## src/rtl/spi_sclk_pkg.sv

```systemverilog
package spi_sclk_pkg;
  typedef enum logic {
    LAW_POW2   = 1'b0,
    LAW_LINEAR = 1'b1
  } div_law_e;

  function automatic int max_int(input int a, input int b);
    return (a > b) ? a : b;
  endfunction
endpackage

```

## src/rtl/sclk_cfg_latch.sv

```systemverilog
module sclk_cfg_latch
  import spi_sclk_pkg::*;
#(
  parameter int DIV_W = 8,
  parameter int EXP_W = 4,
  parameter int CNT_W = 16
) (
  input  logic             clk,
  input  logic             rst_n,
  input  logic             en,
  input  logic             load,
  input  logic             law,
  input  logic [DIV_W-1:0] div_n,
  input  logic             cpha,
  output logic [CNT_W-1:0] tc_q,
  output logic             pha_q
);
  localparam logic [CNT_W-1:0] ONE = CNT_W'(1);

  div_law_e         law_sel;
  logic [CNT_W-1:0] tc_nxt;

  // Terminal count = half period minus one.
  always_comb begin
    law_sel = div_law_e'(law);
    if (law_sel == LAW_POW2)
      tc_nxt = (ONE << div_n[EXP_W-1:0]) - ONE;
    else
      tc_nxt = CNT_W'(div_n);
  end

  always_ff @(posedge clk or negedge rst_n) begin
    if (!rst_n) begin
      tc_q  <= '0;
      pha_q <= 1'b0;
    end else begin
      if (!en || load) tc_q <= tc_nxt;
      if (!en) pha_q <= cpha;
    end
  end
endmodule

```

## src/rtl/sclk_half_timer.sv

```systemverilog
module sclk_half_timer #(
  parameter int CNT_W = 16
) (
  input  logic             clk,
  input  logic             rst_n,
  input  logic             en,
  input  logic [CNT_W-1:0] tc,
  output logic             tick
);
  logic [CNT_W-1:0] cnt_q;

  assign tick = en && (cnt_q == tc);

  always_ff @(posedge clk or negedge rst_n) begin
    if (!rst_n)       cnt_q <= '0;
    else if (!en)     cnt_q <= '0;
    else if (tick)    cnt_q <= '0;
    else              cnt_q <= cnt_q + CNT_W'(1);
  end
endmodule

```

## src/rtl/sclk_edge_steer.sv

```systemverilog
module sclk_edge_steer (
  input  logic clk,
  input  logic rst_n,
  input  logic en,
  input  logic tick,
  input  logic cpol,
  input  logic pha,
  output logic sclk,
  output logic launch,
  output logic capture
);
  logic lead_q;

  always_ff @(posedge clk or negedge rst_n) begin
    if (!rst_n) begin
      sclk    <= 1'b0;
      lead_q  <= 1'b1;
      launch  <= 1'b0;
      capture <= 1'b0;
    end else if (!en) begin
      sclk    <= cpol;
      lead_q  <= 1'b1;
      launch  <= 1'b0;
      capture <= 1'b0;
    end else begin
      launch  <= 1'b0;
      capture <= 1'b0;
      if (tick) begin
        sclk   <= ~sclk;
        lead_q <= ~lead_q;
        if (lead_q ^ pha) capture <= 1'b1;
        else              launch  <= 1'b1;
      end
    end
  end
endmodule

```

## src/rtl/spi_sclk_gen.sv

```systemverilog
module spi_sclk_gen
  import spi_sclk_pkg::*;
#(
  parameter int DIV_W = 8,
  parameter int EXP_W = 4
) (
  input  logic             clk,
  input  logic             rst_n,
  input  logic             en,
  input  logic             law,
  input  logic [DIV_W-1:0] div_n,
  input  logic             cpol,
  input  logic             cpha,
  output logic             sclk,
  output logic             launch,
  output logic             capture
);
  localparam int EXP_MAX = (1 << EXP_W) - 1;
  localparam int CNT_W   = max_int(EXP_MAX + 1, DIV_W);

  logic [CNT_W-1:0] tc_q;
  logic             pha_q;
  logic             tick;

  sclk_cfg_latch #(.DIV_W(DIV_W), .EXP_W(EXP_W), .CNT_W(CNT_W)) u_cfg (
    .clk(clk), .rst_n(rst_n), .en(en), .load(tick), .law(law),
    .div_n(div_n), .cpha(cpha), .tc_q(tc_q), .pha_q(pha_q)
  );

  sclk_half_timer #(.CNT_W(CNT_W)) u_timer (
    .clk(clk), .rst_n(rst_n), .en(en), .tc(tc_q), .tick(tick)
  );

  sclk_edge_steer u_edge (
    .clk(clk), .rst_n(rst_n), .en(en), .tick(tick), .cpol(cpol),
    .pha(pha_q), .sclk(sclk), .launch(launch), .capture(capture)
  );
endmodule

```

## config.mk

```make
export PLATFORM = sky130hd
export DESIGN_NAME = spi_sclk_gen
export DESIGN_NICKNAME = d
export VERILOG_FILES = /design/src/rtl/spi_sclk_pkg.sv /design/src/rtl/sclk_cfg_latch.sv /design/src/rtl/sclk_half_timer.sv /design/src/rtl/sclk_edge_steer.sv /design/src/rtl/spi_sclk_gen.sv
export SDC_FILE = /design/constraint.sdc
export NUM_CORES = 1
export LEC_CHECK = 0
export ABC_CLOCK_PERIOD_IN_PS = 2550
export CAP_MARGIN = 20
export CORE_UTILIZATION = 25
export DETAILED_ROUTE_END_ITERATION = 6
export GPL_TIMING_DRIVEN = 0
export PLACE_DENSITY = 0.49
export SLEW_MARGIN = 20
export SYNTH_ARGS = -nofsm -noshare
export SYNTH_HDL_FRONTEND = slang
export SYNTH_SLANG_ARGS = --single-unit
```

## constraint.sdc

```tcl
create_clock -name clk -period 2.55 [get_ports clk]
set_clock_uncertainty 0.15 [all_clocks]
set_input_delay 0.51 -clock clk [delete_from_list [all_inputs] [get_ports clk]]
set_output_delay 0.51 -clock clk [all_outputs]
set_load 0.1 [all_outputs]
```

==> summary.md, run 1 <==
| Metric | Value |
|---|---|
| CP startpoint kind | flip-flop |
| Worst setup path class | reg -> out |
| Die area | 8610 sq um |
| CP startpoint | u_edge.sclk |
| Core Area | 7850 sq um |
| Max Cap Violations | 0 |
| Fin crit period | 2.46 ns |
| M1 WL | 2.18 mm |
| Pwr Total | 0.00130 W |
| Dpl ws | -0.525 ns |
| Seq/Total Area, Yosys | 0.450 |
| Total track usage | 0.107 |
| VDD IR max | 0.364 mV |
| Antenna Cells | 0 |
| Final core occ | 0.314 |
| Worst setup EP type | primary output |
| Largest net degree at the start of global routing | 21 |
| End of the worst register-to-register path | u_cfg.tc_q[13] |
| Yosys warns | 0 |
| CP top delay family | buffers and inverters |
| Clock-pin slew on the worst setup and hold paths | 0.07 ns |
| Post-Synthesis Cells | 197 |
| Vias in the first global route | 1412 |
| Number of synthesized flops with an enable pin | 0 |
| Worst r2r path cells | 6 |
| Starting DRT DRC Count | 45 |
| Antenna viol nets, final | 0 |
| Run status | complete, no violations |
| R2R Setup Slk | 0.13 ns |
| Syn avg cell area | 10.5 sq um |
| GP Congestion | 0.784 |
| Ys flop type | dfrtp_1 |
| Per-cell routed wire length | 12.9 microns |
| H-tree levels | 2 |
| Tightest Hold Check Type | in -> async |
| CP Data Arrival Time | 1.80 ns |
| Core Rows | 32 |
| Die W | 92.8 microns |
| IO buf count | 13 |
| Synth top area cells | dfrtp_1 44%, xnor2_1 11%, mux2_4 9.5% |
| Syn_nets | 213 |
| Crit path buf inv count | 1 |
| Initial antenna violation count | 0 |
| Worst slew margin | 0.348 |
| TritonCTS clock tree | done |
| Routed wl met3 | 115 microns |
| Vias post-DR | 1383 |
| Area growth, synth to finish | 19.5% |
| Hold Violations, Final | 0 |
| Worst-path maximum fanout | 2 |
| Async SR Flop Fraction | 1.00 |
| Top Ports | 17 |
| Count leader, synth | dfrtp_1 |
| Final max-slew violation count | 0 |
| Global route overflow | 0 |
| Highest clock rate | 406 MHz |
| Top cell type's share of synthesized area | 0.437 |
| First-pass GRT wire length | 7.04 mm |
| Remaining routing DRC violations | 0 |
| First-pass DRT Iterations | 4 |
| Highest routed layer | met4 |
| Yosys reg bits | 37 |
| Final WL | 4.14 mm |
| Period utilization | 0.966 |
| Worst r2r src | u_timer.cnt_q[2] |
| Critical path's largest stage delay | 1.14 ns |
| Measured slew at the worst slew-check pin | 0.975 ns |
| Met2 WL | 1.77 mm |
| Layout cells sized above 1 | 0.188 |
| Max clock buf depth | 2 |
| Clock Latency Late Sink | 0.29 ns |
| Post-synthesis cell area | 2060 sq um |
| CP max-delay cell | clkdlybuf4s50_1 |
| Pwr dens | 526 nW/um^2 |
| Final worst setup slack | 0.0876 ns |
| Most frequent cells after synthesis | 36 x dfrtp_1, 31 x nor2_1, 25 x xnor2_1 |
| Fin Setup TNS | 0 ns |
| RSZ-0062 raised after global routing | false |
| Fin nets | 233 |
| TritonCTS Sinks | 37 |
| Req. time, crit path | 1.89 ns |
| Critical-path cell list | clkdlybuf4s50_1 |
| Die Y | 92.8 microns |
| Synth unique cells | 38 |
| HPWL Detailed | 3.09 mm |
| Clock root cell | clkbuf_8 |
| Dominant cell type by area after synthesis | dfrtp_1 |
| Via density | 4.32 |
| Leak Pwr | 1.00 nW |
| Initial Util | 0.263 |
| CTS Buf Count | 5 |
| Final setup fails | 0 |
## worst max path at each step
stage                      to  cells past startpoint  slack [ns]
5_1_grt        u_cfg.tc_q[12]                      6        0.02
4_1_cts                  sclk                      1        0.08
2_1_floorplan  u_cfg.tc_q[10]                     10        0.23
3_3_place_gp   u_cfg.tc_q[10]                     11       -0.48
6_report                 sclk                      1        0.09
3_5_place_dp   u_cfg.tc_q[10]                     11       -0.52
## sequential cells by signal, indices dropped and copies added, names as in the netlist
name,flops
u_timer.cnt_q,16
u_cfg.pha_q,1
u_edge.capture,1
u_edge.launch,1
u_cfg.tc_q,16
u_edge.lead_q,1
u_edge.sclk,1
## cells in the final DEF, fill, tap and decap left out, types with 2 or more instances in the layout
cell type,n
clkbuf_8,8
clkdlybuf4s50_1,12
and3_1,2
clkbuf_1,3
a21oi_1,7
nand4_1,6
xnor2_1,25
a2bb2oi_1,2
o21ai_0,3
and3_2,2
nor2_1,31
nor3_1,5
nand3_1,7
nand2_1,16
and2_1,2
dfrtp_1,36
xor2_1,8
mux2_2,2
mux2_4,13
## layout make-up
type | count | area [sq um]
clock buffer | 7 | 96.3
sequential | 37 | 927
clock inverter | 1 | 5.00
timing repair buffer | 14 | 153
multi-input combinational | 148 | 1070
inverter | 2 | 7.51
tap | 102 | 128
fill | 823 | 5390
buffer | 9 | 76.3
## report_power, final
group | switching (W) | total [W] | leakage [nW] | internal, W
Sequential | 0.0000279 | 0.000644 | 0.478 | 0.000616
Combinational | 0.0000964 | 0.000200 | 0.469 | 0.000104
Clock | 0.000207 | 0.000451 | 0.0542 | 0.000244
Total | 0.000331 | 0.00130 | 1.00 | 0.000964
## cell families after synthesis
logic type	after synthesis	share of synthesized area
buffers and inverters	12	0.0401
XOR/XNOR	33	0.140
AO/OA/AOI/OAI	19	0.0595
multiplexers	15	0.106
flip-flops	37	0.450
adder cells (fa/ha/maj)	2	0.0121
AND/OR/NAND/NOR	79	0.192
## repair_timing
action | 4_1_cts | 5_1_grt
hold buffers | 0 | 0
setup buffers | 0 | 0
pin swaps | 1 | 1
endpoints found under the setup margin | 4 | 4
resized for setup | 6 | 1
## through the flow
step / cells / area, sq um / hold slack, ns
finish: 320 / 2460 / 0.0103
global route: 320 / 2460 / 0.0376
CTS: 320 / 2460 / 0.0179
detailed placement: 313 / 2340 / 0.335
global placement: 312 / 2320 / 0.349
floorplan: 197 / 2060 / 0.0644
## metal layers
metal,vias to the layer above,GRT usage
met5,-,0
met4,0,0.0462
met3,7,0.0296
met2,15,0.150
met1,653,0.152
li1,708,-
No activity file was read; power rests on OpenSTA's default activity.
==> run 2, diff against run 1 <==
--- a/config.mk
+++ b/config.mk
@@ -5,7 +5,7 @@
 export SDC_FILE = /design/constraint.sdc
 export NUM_CORES = 1
 export LEC_CHECK = 0
-export ABC_CLOCK_PERIOD_IN_PS = 2550
+export ABC_CLOCK_PERIOD_IN_PS = 2800
 export CAP_MARGIN = 20
 export CORE_UTILIZATION = 25
 export DETAILED_ROUTE_END_ITERATION = 6
==> constraint.sdc (replaced) <==
create_clock -name clk -period 2.8 [get_ports clk]
set_clock_uncertainty 0.15 [all_clocks]
set_input_delay 0.56 -clock clk [delete_from_list [all_inputs] [get_ports clk]]
set_output_delay 0.56 -clock clk [all_outputs]
set_load 0.1 [all_outputs]
==> run 2 against run 1 <==
Register-to-register slack better by 0.25 ns. Clock-buffer cell count is the same. Cell count is the same. Setup slack improved by 0.16 ns. Sequential power fell by 9.0%. Sequential share of layout area grew 0.077 points. Power shrank 9.0%. Die area stayed put. Worst hold slack better by 0.050 ns.
==> summary.md, run 2 (synthesized netlist as in run 1, its figures left out) <==
| Metric | Value |
|---|---|
| Most frequent cells in the layout | 36 x dfrtp_1, 31 x nor2_1, 25 x xnor2_1 |
| HPWL Detailed | 3.09 mm (unchanged) |
| CP Data Arrival Time | 2.63 ns (+0.83 ns) |
| Per-cell routed wire length | 12.9 microns (-0.24%) |
| Biggest regs | u_cfg.tc_q (16), u_timer.cnt_q (16) |
| FILL cells | 824 (+0.12%) |
| VDD IR max | 0.332 mV (-8.8%) |
| Vias post-DR | 1394 (+0.80%) |
| Worst setup EP type | flip-flop |
| TritonCTS Sinks | 37 (unchanged) |
| Clock-pin slew on the worst setup and hold paths | 0.07 ns (about the same) |
| Clock root cell | clkbuf_8 |
| Remaining routing DRC violations | 0 (unchanged) |
| Clock share of power | 0.348 (about the same) |
| Area growth, synth to finish | 19.2% |
| TritonCTS clock tree | done |
| Largest net degree at the start of global routing | 21 (unchanged) |
| Sw power | 0.000301 W (-9.1%) |
| First-pass GRT wire length | 7.09 mm (+0.70%) |
| Worst setup path class | in -> reg |
| FF+latch area | 927 sq um (unchanged) |
| Worst-path maximum fanout | 10 (+8) |
| Antenna viol nets, final | 0 (unchanged) |
| Core Area | 7850 sq um (unchanged) |
| Req. time, crit path | 2.88 ns (+0.99 ns) |
| Run status | complete, no violations |
| Antenna Cells | 0 (unchanged) |
| Multi-input logic area | 1070 sq um (-0.23%) |
| Max clock buf depth | 2 (unchanged) |
| Worst slew margin | 0.348 (unchanged) |
| Leak Pwr | 1.00 nW (about the same) |
| Starting DRT DRC Count | 39 (-13%) |
| Total track usage | 0.108 (+0.000696) |
| Layout cells sized above 1 | 0.183 (-0.00459) |
| IO buf count | 13 (unchanged) |
| Top Ports | 17 (unchanged) |
| Measured slew at the worst slew-check pin | 0.975 ns (unchanged) |
| CTS Buf Count | 5 (unchanged) |
| Initial Util | 0.263 (unchanged) |
| CP startpoint kind | primary input |
| Core Rows | 32 (unchanged) |
| Via density | 4.36 (+0.80%) |
| Logic gate share of total power | 0.154 (about the same) |
| Fin nets | 233 (unchanged) |
| Period utilization | 0.912 |
| Fin cells | 320 (unchanged) |
| Seq pwr share | 0.498 (about the same) |
| Sw Ratio | 0.255 (about the same) |
| RSZ-0062 raised after global routing | false |
| Final setup fails | 0 (unchanged) |
| Die area | 8610 sq um (unchanged) |
| Hold buffer count at cts | 0 (unchanged) |
| Highest clock rate | 392 MHz |
| Max Cap Violations | 0 (unchanged) |
| Global route overflow | 0 (unchanged) |
| Final core occ | 0.313 (-0.000638) |
| Hold Violations, Final | 0 (unchanged) |
| Final WL | 4.13 mm (-0.24%) |
| Pwr dens | 479 nW/um^2 (-8.8%) |
| Clock Latency Late Sink | 0.29 ns (about the same) |
| Cells after DPL | 313 (unchanged) |
| Tightest Hold Check Type | in -> async |
| Die Y | 92.8 microns (unchanged) |
| Initial antenna violation count | 0 (unchanged) |
| Pint | 0.000877 W (-9.0%) |
| First-pass DRT Iterations | 4 (unchanged) |
| H-tree levels | 2 (unchanged) |
| Final max-slew violation count | 0 (unchanged) |
| Commonest non-fill, non-tap cell in the layout | dfrtp_1 |
| GP Congestion | 0.784 (unchanged) |
| Vias in the first global route | 1420 (+0.57%) |
| Die W | 92.8 microns (unchanged) |
| Fin crit period | 2.55 ns |
run 2: worst paths after layout:
kind                       slack [ns]              to  depth (start not counted)             start
setup / recovery                 0.25  u_cfg.tc_q[10]                         10          div_n[3]
min in group clk                 0.32   u_edge.lead_q                          2                en
hold / removal                   0.06   u_edge.launch                          1             rst_n
max in group asynchronous        1.91   u_edge.lead_q                          2             rst_n
setup reg to reg                 0.38  u_cfg.tc_q[13]                          6  u_timer.cnt_q[2]
hold reg to reg                  0.36  u_cfg.tc_q[15]                          1    u_cfg.tc_q[15]
run 2: stage by stage:
| stage | instance area, sq um | setup slack (ns) | hold WS (ns) | setup TNS, ns | total power [W] |
|---|---|---|---|---|---|
| 2_1_floorplan | 2060 | 0.434 | 0.114 | 0 | 0.000717 |
| 3_3_place_gp | 2320 | -0.280 | 0.349 | -0.839 | 0.000773 |
| 3_5_place_dp | 2340 | -0.325 | 0.348 | -0.945 | 0.000778 |
| 4_1_cts | 2450 | 0.0311 | 0.0679 | 0 | 0.00120 |
| 5_1_grt | 2460 | 0.0994 | 0.0876 | 0 | 0.00124 |
| 6_report | 2460 | 0.247 | 0.0601 | 0 | 0.00118 |
run 2: what timing repair did:
action / in CTS / in global routing
setup buffers: 0 / 0
resized for setup: 1 / 6
endpoints found under the setup margin: 1 / 3
pin swaps: 0 / 1
run 2: per-layer routing:
layer / wire length, microns / GRT usage
met1: 2120 / 0.153
met2: 1810 / 0.152
met3: 124 / 0.0296
met4: 82 / 0.0462
met5: 0 / 0
run 2: worst max-delay path, cell delays in order:
cell and delay (ns):
clkdlybuf4s50_1 0.43, clkbuf_2 0.20, nor3_4 0.24, nand2_1 0.08, ha_1 0.33, nor3b_2 0.26
a22oi_1 0.10, o22a_1 0.19, nor2_1 0.09, mux2_4 0.15
run 2: power by group through the flow:
stage	combinational, W	clock [W]	sequential, W
2_1_floorplan	0.000118	0	0.000599
3_3_place_gp	0.000175	0	0.000597
3_5_place_dp	0.000181	0	0.000598
4_1_cts	0.000182	0.000426	0.000587
5_1_grt	0.000200	0.000446	0.000590
6_report	0.000181	0.000410	0.000586
run 2: layout make-up:
class / instances / share of cell area
plain buffers: 9 / 0.0300
clock buffers: 7 / 0.0392
clock inverters: 1 / 0.00204
inverters: 2 / 0.00305
multi-input cells: 148 / 0.434
flip-flops and latches: 37 / 0.377
well taps: 102 / 0.0519
repair buffers: 14 / 0.0621
==> run 3, diff against run 2 <==
--- a/config.mk
+++ b/config.mk
@@ -7,10 +7,12 @@
 export LEC_CHECK = 0
 export ABC_CLOCK_PERIOD_IN_PS = 2800
 export CAP_MARGIN = 20
+export CELL_PAD_IN_SITES_DETAIL_PLACEMENT = 0
+export CELL_PAD_IN_SITES_GLOBAL_PLACEMENT = 1
 export CORE_UTILIZATION = 25
 export DETAILED_ROUTE_END_ITERATION = 6
 export GPL_TIMING_DRIVEN = 0
-export PLACE_DENSITY = 0.49
+export PLACE_DENSITY = 0.57
 export SLEW_MARGIN = 20
 export SYNTH_ARGS = -nofsm -noshare
 export SYNTH_HDL_FRONTEND = slang
==> run 3 against run 2 <==
Clock power decreased by 6.6%. Flip-flop and latch count is the same. Utilization down 0.19 points. First-iteration DRC count grew to 2.6 times the previous value. Fmax fell by 3.0%. Routed wire length increased by 1.1%. Setup slack got worse by 0.079 ns. Global-route usage down 0.068 points. Clock-buffer cell count is 1 higher. Design area is 0.61% lower. Largest power group unchanged.
==> summary.md, run 3 (synthesized netlist as in run 1, its figures left out) <==
| Metric | Value |
|---|---|
| CTS Buf Count | 5 (unchanged) |
| Most frequent cells in the layout | 36 x dfrtp_1, 31 x nor2_1, 25 x xnor2_1 |
| Routed wl met3 | 88 microns (-29%) |
| Final WL | 4.18 mm (+1.1%) |
| Commonest non-fill, non-tap cell in the layout | dfrtp_1 |
| Highest clock rate | 380 MHz (-3.0%) |
| First-pass DRT Iterations | 4 (unchanged) |
| Post-CTS setup buffer count | 0 (unchanged) |
| Worst setup path class | in -> reg |
| Via density | 4.31 (-1.2%) |
| Worst-path maximum fanout | 10 (unchanged) |
| Initial antenna violation count | 0 (unchanged) |
| Worst setup EP type | flip-flop |
| Vias post-DR | 1382 (-0.86%) |
| Initial Util | 0.263 (unchanged) |
| TritonCTS clock tree | done |
| Core Rows | 32 (unchanged) |
| CP top delay family | buffers and inverters |
| Die W | 92.8 microns (unchanged) |
| M1 WL | 2.28 mm (+7.7%) |
| Tightest Hold Check Type | in -> async |
| Clock root cell | clkbuf_8 |
| Top Ports | 17 (unchanged) |
| First-pass GRT wire length | 7.13 mm (+0.58%) |
| Global route overflow | 0 (unchanged) |
| Die Y | 92.8 microns (unchanged) |
| Period utilization | 0.940 (+0.0280) |
| Critical-path cell list | clkdlybuf4s50_1, buf_2, nor3_4, nand2_1, ha_1, clkbuf_1, nor3b_2, a22oi_1, o22a_1, nor2_1, mux2_4 |
| Worst path depth | 11 (+1) |
| Crit path buf inv count | 3 (+1) |
| Measured slew at the worst slew-check pin | 0.973 ns (-0.00243 ns) |
| Per-cell routed wire length | 13.0 microns (+0.77%) |
| Fin nets | 234 (+0.43%) |
| HPWL Detailed | 3.06 mm (-1.1%) |
| Biggest regs | u_cfg.tc_q (16), u_timer.cnt_q (16) |
| Hold Violations, Final | 0 (unchanged) |
| GP Congestion | 0.707 (-9.8%) |
| Cell area after layout | 2440 sq um (-0.61%) |
| Final setup fails | 0 (unchanged) |
| Placed cell area | 2330 sq um (-0.32%) |
| Run status | complete, no violations |
| Max Cap Violations | 0 (unchanged) |
| TritonCTS Sinks | 37 (unchanged) |
| Core Area | 7850 sq um (unchanged) |
| Die area | 8610 sq um (unchanged) |
| Total track usage | 0.107 (-0.000677) |
| Worst slew margin | 0.350 (+0.00163) |
| Final max-slew violation count | 0 (unchanged) |
| H-tree levels | 2 (unchanged) |
| Worst r2r path cells | 6 (unchanged) |
| Layout cells sized above 1 | 0.174 (-0.00997) |
| Max clock buf depth | 2 (unchanged) |
| Antenna Cells | 0 (unchanged) |
| VDD IR max | 0.174 mV (-48%) |
| Starting DRT DRC Count | 101 (+160%) |
| Clock-pin slew on the worst setup and hold paths | 0.08 ns (about the same) |
| CP max-delay cell | clkdlybuf4s50_1 |
| Highest routed layer | met4 |
| Pwr dens | 470 nW/um^2 (-2.0%) |
| Fin Setup TNS | 0 ns (unchanged) |
| IO buf count | 13 (unchanged) |
| Critical path's largest stage delay | 0.43 ns (about the same) |
| RSZ-0062 raised after global routing | false |
| Met2 WL | 1.76 mm (-2.4%) |
| Req. time, crit path | 2.87 ns (about the same) |
| Fin crit period | 2.63 ns (+0.0785 ns) |
| Clock Latency Late Sink | 0.28 ns (about the same) |
| Antenna viol nets, final | 0 (unchanged) |
| Leak Pwr | 0.991 nW (-1.1%) |
| Area growth, synth to finish | 18.5% |
| Vias in the first global route | 1347 (-5.1%) |
| Largest net degree at the start of global routing | 25 (+19%) |
| CP startpoint kind | primary input |
| CP Data Arrival Time | 2.70 ns (+0.07 ns) |
| Remaining routing DRC violations | 0 (unchanged) |
[run 3: power by group]
| group | internal (W) | switching [W] | leakage, nW |
|---|---|---|---|
| Sequential | 0.000561 | 0.0000250 | 0.478 |
| Combinational | 0.0000923 | 0.0000867 | 0.467 |
| Clock | 0.000201 | 0.000182 | 0.0455 |
[run 3: metal layers]
| metal | global-route usage | vias up |
|---|---|---|
| met5 | 0 | - |
| met4 | 0.0308 | 0 |
| met3 | 0.0246 | 4 |
| met2 | 0.141 | 17 |
| met1 | 0.169 | 648 |
| li1 | - | 713 |
[run 3: worst paths after layout]
check	slack (ns)	endpoint	startpoint
worst min register to register	0.36	u_cfg.tc_q[15]	u_cfg.tc_q[15]
max in group asynchronous	2.04	u_cfg.tc_q[8]	rst_n
min in group clk	0.34	u_edge.lead_q	en
worst max-delay path	0.17	u_cfg.tc_q[10]	div_n[3]
worst min-delay path	0.02	u_edge.sclk	rst_n
worst max register to register	0.43	u_cfg.tc_q[14]	u_timer.cnt_q[7]
[run 3: area by class of cell]
type,instances,area (sq um)
fillers,854,5410
multi-input cells,148,1070
flip-flops and latches,37,927
repair buffers,14,145
well taps,102,128
clock buffers,8,90.1
plain buffers,10,77.6
inverters,2,7.51
[run 3: repair_timing]
item | in CTS | in global routing
hold buffers | 0 | 0
endpoints found under the setup margin | 2 | 4
resized for setup | 1 | 7
[run 3: worst reg2reg max path: stages (launching register included)]
cell and delay [ns]:
dfrtp_1 0.46, xnor2_1 0.24, nand4_1 0.17, nor4_4 0.52, nand2b_4 0.26, buf_6 0.16, mux2_4 0.30
[run 3: stage by stage]
step                 util  total power (W)  setup WS [ns]  std cells  hold slack (ns)
floorplan               -         0.000717          0.434        197            0.114
global placement    0.295         0.000774         -0.338        312            0.349
detailed placement  0.297         0.000775         -0.361        313            0.341
CTS                 0.309          0.00117         0.0109        321           0.0253
global route        0.311          0.00121         0.0201        321           0.0336
finish              0.311          0.00115          0.169        321           0.0197
